--- config.mk ---
export PLATFORM = sky130hd
export DESIGN_NAME = ilv_dehash
export DESIGN_NICKNAME = d
export VERILOG_FILES = /design/src/rtl/ilv_dehash_pkg.sv /design/src/rtl/ilv_dehash_cfg.sv /design/src/rtl/ilv_dehash_stage.sv /design/src/rtl/ilv_dehash.sv
export SDC_FILE = /design/constraint.sdc
export NUM_CORES = 1
export LEC_CHECK = 0
export ABC_AREA = 1
export CAP_MARGIN = 20
export CORE_ASPECT_RATIO = 1.1
export CORE_MARGIN = 2
export CORE_UTILIZATION = 50
export DETAILED_ROUTE_END_ITERATION = 8
export GPL_TIMING_DRIVEN = 0
export PLACE_DENSITY = 0.86
export SYNTH_ARGS = -nofsm -noshare
export SYNTH_HDL_FRONTEND = slang
export SYNTH_HIERARCHICAL = 1
export SYNTH_SLANG_ARGS = --single-unit
--- constraint.sdc ---
create_clock -name clk -period 2.65 [get_ports clk]
set_input_delay 0.265 -clock clk [delete_from_list [all_inputs] [get_ports clk]]
set_output_delay 0.265 -clock clk [all_outputs]
set_load 0.01 [all_outputs]
--- src/rtl/ilv_dehash_pkg.sv ---
package ilv_dehash_pkg;

    localparam int BUS_W  = 64;  // width of the address ports
    localparam int PA_W   = 48;  // meaningful physical address bits
    localparam int SB_W   = 6;   // width of the start-bit selector
    localparam int NSTG   = 3;   // correction stages available
    localparam int CNT_W  = $clog2(NSTG + 1);

    localparam int START_LO = 8;  // legal start positions
    localparam int START_HI = 9;
    localparam int FIXED_TAP = 14; // always-on term of the first stage

    typedef enum logic [1:0] {
        MODE_2CH = 2'd0,
        MODE_4CH = 2'd1,
        MODE_8CH = 2'd2,
        MODE_BAD = 2'd3
    } ilv_mode_e;

    typedef struct packed {
        logic g1g;
        logic g2m;
        logic g64k;
    } gran_en_t;

    typedef struct packed {
        logic [PA_W-1:0] addr;
        logic            err;
    } result_t;

    // Tap positions per stage (stage index 0..2).
    function automatic int tap_64k(input int s);
        return (s == 0) ? 18 : 15 + s;
    endfunction

    function automatic int tap_2m(input int s);
        return (s == 0) ? 23 : 20 + s;
    endfunction

    function automatic int tap_1g(input int s);
        return (s == 0) ? 32 : 29 + s;
    endfunction

    // Fixed target bit of stages after the first.
    function automatic int fixed_target(input int s);
        return 11 + s;
    endfunction

    function automatic logic [CNT_W-1:0] stages_for_mode(input ilv_mode_e m);
        case (m)
            MODE_2CH: return CNT_W'(1);
            MODE_4CH: return CNT_W'(2);
            MODE_8CH: return CNT_W'(3);
            default:  return CNT_W'(0);
        endcase
    endfunction

endpackage

--- src/rtl/ilv_dehash_cfg.sv ---
module ilv_dehash_cfg
    import ilv_dehash_pkg::*;
(
    input  logic [SB_W-1:0]  start_bit,
    input  ilv_mode_e        mode,
    output logic             cfg_err,
    output logic [CNT_W-1:0] n_stages
);
    logic pos_ok;
    logic mode_ok;

    always_comb begin
        pos_ok   = (start_bit == SB_W'(START_LO)) || (start_bit == SB_W'(START_HI));
        mode_ok  = (mode != MODE_BAD);
        cfg_err  = !(pos_ok && mode_ok);
        n_stages = cfg_err ? '0 : stages_for_mode(mode);
    end
endmodule

--- src/rtl/ilv_dehash_stage.sv ---
module ilv_dehash_stage
    import ilv_dehash_pkg::*;
#(
    parameter int IDX = 0,
    parameter int AW  = PA_W
) (
    input  logic [AW-1:0]   addr_i,
    input  logic [SB_W-1:0] start_bit,
    input  gran_en_t        en,
    input  logic            active,
    output logic [AW-1:0]   addr_o
);
    localparam int T64 = tap_64k(IDX);
    localparam int T2M = tap_2m(IDX);
    localparam int T1G = tap_1g(IDX);

    logic            gated_par;
    logic            par;
    logic [AW-1:0]   flip_sel;

    always_comb begin
        gated_par = (addr_i[T64] & en.g64k)
                  ^ (addr_i[T2M] & en.g2m)
                  ^ (addr_i[T1G] & en.g1g);
    end

    generate
        if (IDX == 0) begin : g_first
            assign par      = gated_par ^ addr_i[FIXED_TAP];
            assign flip_sel = AW'(1) << start_bit;
        end else begin : g_fixed
            logic unused_sb;
            assign unused_sb = ^start_bit;
            assign par       = gated_par;
            assign flip_sel  = AW'(1) << fixed_target(IDX);
        end
    endgenerate

    assign addr_o = (active && par) ? (addr_i ^ flip_sel) : addr_i;
endmodule

--- src/rtl/ilv_dehash.sv ---
module ilv_dehash
    import ilv_dehash_pkg::*;
(
    input  logic              clk,
    input  logic              rst,
    input  logic              in_valid,
    output logic              in_ready,
    input  logic [BUS_W-1:0]  in_addr,
    input  logic [SB_W-1:0]   in_start_bit,
    input  logic [1:0]        in_mode,
    input  logic [2:0]        in_gran_en,
    output logic              out_valid,
    input  logic              out_ready,
    output logic [BUS_W-1:0]  out_addr,
    output logic              out_err
);
    logic              cfg_err;
    logic [CNT_W-1:0]  n_stages;
    gran_en_t          en;
    logic [PA_W-1:0]   chain [NSTG+1];
    logic              unused_hi;
    result_t           res_d;
    result_t           res_q;
    logic              valid_q;
    logic              take;

    assign en        = gran_en_t'(in_gran_en);
    assign unused_hi = ^in_addr[BUS_W-1:PA_W];
    assign chain[0]  = in_addr[PA_W-1:0];

    ilv_dehash_cfg u_cfg (
        .start_bit (in_start_bit),
        .mode      (ilv_mode_e'(in_mode)),
        .cfg_err   (cfg_err),
        .n_stages  (n_stages)
    );

    generate
        for (genvar s = 0; s < NSTG; s++) begin : g_stage
            logic act;
            assign act = (n_stages > CNT_W'(s));
            ilv_dehash_stage #(.IDX(s), .AW(PA_W)) u_stg (
                .addr_i    (chain[s]),
                .start_bit (in_start_bit),
                .en        (en),
                .active    (act),
                .addr_o    (chain[s+1])
            );
        end
    endgenerate

    assign res_d.addr = chain[NSTG];
    assign res_d.err  = cfg_err;

    assign in_ready = !valid_q || out_ready;
    assign take     = in_valid && in_ready;

    always_ff @(posedge clk) begin
        if (rst) begin
            valid_q <= 1'b0;
            res_q   <= '0;
        end else begin
            if (take) begin
                valid_q <= 1'b1;
                res_q   <= res_d;
            end else if (out_ready) begin
                valid_q <= 1'b0;
            end
        end
    end

    assign out_valid = valid_q;
    assign out_addr  = {{(BUS_W-PA_W){1'b0}}, res_q.addr};
    assign out_err   = res_q.err;
endmodule

==> reports/results.ini <==
[route]
drc = 0
routed_wl_microns = 14800
postRouteAntennaNets = 0
via_per_inst = 4.84
routedWlPerCell_microns = 12.1
drt-initial-drc-count = 426
num_vias = 5894
firstDrtPassIters = 6

[sta]
hold_viol_final = 0
tns_ns = 0
slew_headroom_pct = 59.6
fin_skew_ns = 0.00515
worstMarginPinSlew_ns = 0.606
finalSetupViolCount = 0
fin_ws_ns = 0.133
fin_crit_ns = 2.52
max_freq_mhz = 397
timing.final.crit_share_pct = 95.0
rsz0062_at_grt = no
slew_viol_final = 0

[final_layout]
syn_to_final_growth_pct = 31.8
antenna_cells = 0
mostFrequentLayoutCells = nand2_1 (258), buf_4 (131), inv_1 (122), nand3_1 (116), clkdlybuf4s50_1 (102)
layout_commonest_cell = nand2_1
finalNetCount = 1157
fillers = 978
drive_gt1_share_pct = 19.8

[critical_path]
path_class = primary input to flop
crit_path_max_fanout = 5
crit_path_start = in_mode[1]
required_ns = 2.83
r2r_slack_ns = 1.58
cp_top_family = simple AND/OR/NAND/NOR gates
endpoint_kind = flop
path_common_cell = buf_4
max_stage_delay_ns = 0.27
slowest_stage = nor3_1
r2r_start = out_valid$_SDFFE_PP0P_
start_kind = primary input
cp_num_buf_inv = 7
path_cells = clkdlybuf4s15_1, ha_2, nor2_2, nand3_2, nor2_2, or2_4, nand3_4, buf_8, buf_4, buf_4, nor3_1, nand3_1, nand2_1, nand2_1, buf_4, buf_4, inv_1, nand3_1, nand2_1, nor2_1
cp.arrival_ns = 2.69

[synth]
syn_area_sq_um = 5340
yosys_warnings = 6
synth_seq_cells = 50
synth_cell_types = 26
syn_avg_cell_area_sq_um = 5.71
synthesis.instances = 936
ys_seq_area_share_pct = 18.7

[grt]
grt_max_degree = 16
grt_pass1_wl_microns = 24400
antenna_found_initial = 0
gr-total-overflow = 0
track_usage_pct = 26.4
first_global_vias = 5363

[floorplan]
die_y_microns = 112
ios = 146
initial_utilization_pct = 51.4
dieArea_sq_um = 11500
die_width_microns = 103
rows = 39
coreArea_sq_um = 10400

[run_status]
status = complete, no violations

[placed_design]
place.gp.congestion = 0.930
pre_cts_ws_ns = -0.662
hpwl_microns = 11800
portBuffers = 111

[clock_tree]
htreeDepth = 2
cts_buffer_depth = 2
ctsHoldBuffers = 0
cts_root_buffer = clkbuf_16
cts_tree = yes
numCtsBuffers = 5
clk_latency_ns = 0.29
clk_pin_slew_ns = 0.07
clock_sinks = 50

[power]
max-vdd-ir-drop_mv = 0.389
p_leak_nw = 3.88
p_per_area_nw_per_um2 = 362

[hold_path]
min_path_type = primary input to flop
hold_start = in_valid

[run]
max_cap_violations = 0

## power breakdown
group          switching [mW]  total (mW)  leakage (nW)  internal [mW]
Clock                   0.263       0.829        0.0971          0.566
Combinational           0.437       0.882          3.37          0.445
Sequential             0.0298       0.841         0.415          0.812
Total                   0.730        2.55          3.88           1.82
## timing repair
item | in CTS | in global routing
setup buffers | 3 | 3
setup endpoints to repair | 3 | 3
pin swaps | 6 | 17
gates cloned | 0 | 0
gates resized for setup | 13 | 25
## per-stage QoR
| stage | hold WS, ns | cell area [sq um] | utilization [%] | total power [mW] | std cells |
|---|---|---|---|---|---|
| after detailed placement | 0.467 | 6690 | 64.4 | 1.72 | 1205 |
| after floorplan | 0.334 | 5400 | - | 1.40 | 951 |
| after CTS | 0.453 | 6950 | 66.8 | 2.55 | 1216 |
| final | 0.452 | 7040 | 67.8 | 2.55 | 1219 |
| after global placement | 0.460 | 6690 | 64.4 | 1.71 | 1205 |
| after global routing | 0.480 | 7040 | 67.8 | 2.69 | 1219 |
## registers in the layout (all words and copies together), names as in the netlist
signal / count
out_addr: 48
out_err: 1
out_valid: 1
## tightest hold or removal path: stages
cell and delay, ns:
buf_6 0.12, buf_6 0.15, nand3_1 0.08, nand2_1 0.06, nor2_1 0.03
## area by class of cell
type	instances	area (sq um)	area share [%]
multi-input combinational	605	2810	39.9
buffer	168	1190	16.9
tap	143	179	2.54
inverter	128	485	6.89
sequential	50	1000	14.2
clock buffer	6	139	1.97
clock inverter	2	60.1	0.853
timing repair buffer	117	1170	16.7
## routing by layer
metal / global-route usage (%) / part of all wire [%] / wire [microns]
met5: 0 / 0 / 0
met4: 10.2 / 3.0 / 442
met3: 2.86 / 6.8 / 1000
met2: 44.3 / 47 / 7000
met1: 34.3 / 43 / 6370
## synthesized netlist by cell type
cell type  number  area share (%)
nand2_1       265              19
buf_4         124              17
inv_1         122             8.6
nand3_1       118              11
nor2_1         73             5.1
a21oi_1        50             4.7
dfxtp_1        50              19
nand4_1        42             4.9
buf_2          25             2.3
clkbuf_1       10            0.70
nor3_1         10            0.94
nand2_2         8            0.94
buf_6           7             1.5
o21ai_0         6            0.56
inv_2           5            0.35
nor2_2          4            0.47
ha_1            3            0.70
nand2_4         3            0.63
buf_1           2            0.14
nand3_2         2            0.37
o21ai_1         2            0.19
conb_1          1           0.070
inv_6           1            0.16
nand3_4         1            0.33
nor2_8          1            0.37
or2_2           1            0.12
## path summary, 6_finish.rpt
path / cells past startpoint / endpoint
worst max register to register: 4 / out_addr[47]$_SDFFE_PP0P_
worst min register to register: 2 / out_addr[3]$_SDFFE_PP0P_
worst min-delay path: 5 / out_addr[19]$_SDFFE_PP0P_
worst max-delay path: 20 / out_addr[27]$_SDFFE_PP0P_
## logic make-up (layout without fill, tap and decap cells)
family / count (synthesis) / after routing / synth area share [%]
buf+inv: 296 / 421 / 31.2
other cells: 1 / 16 / 0.0702
fa+ha+maj: 3 / 3 / 0.703
simple gates: 528 / 528 / 43.9
compound gates: 58 / 58 / 5.43
flops: 50 / 50 / 18.7
No activity file was read; power rests on OpenSTA's default activity.
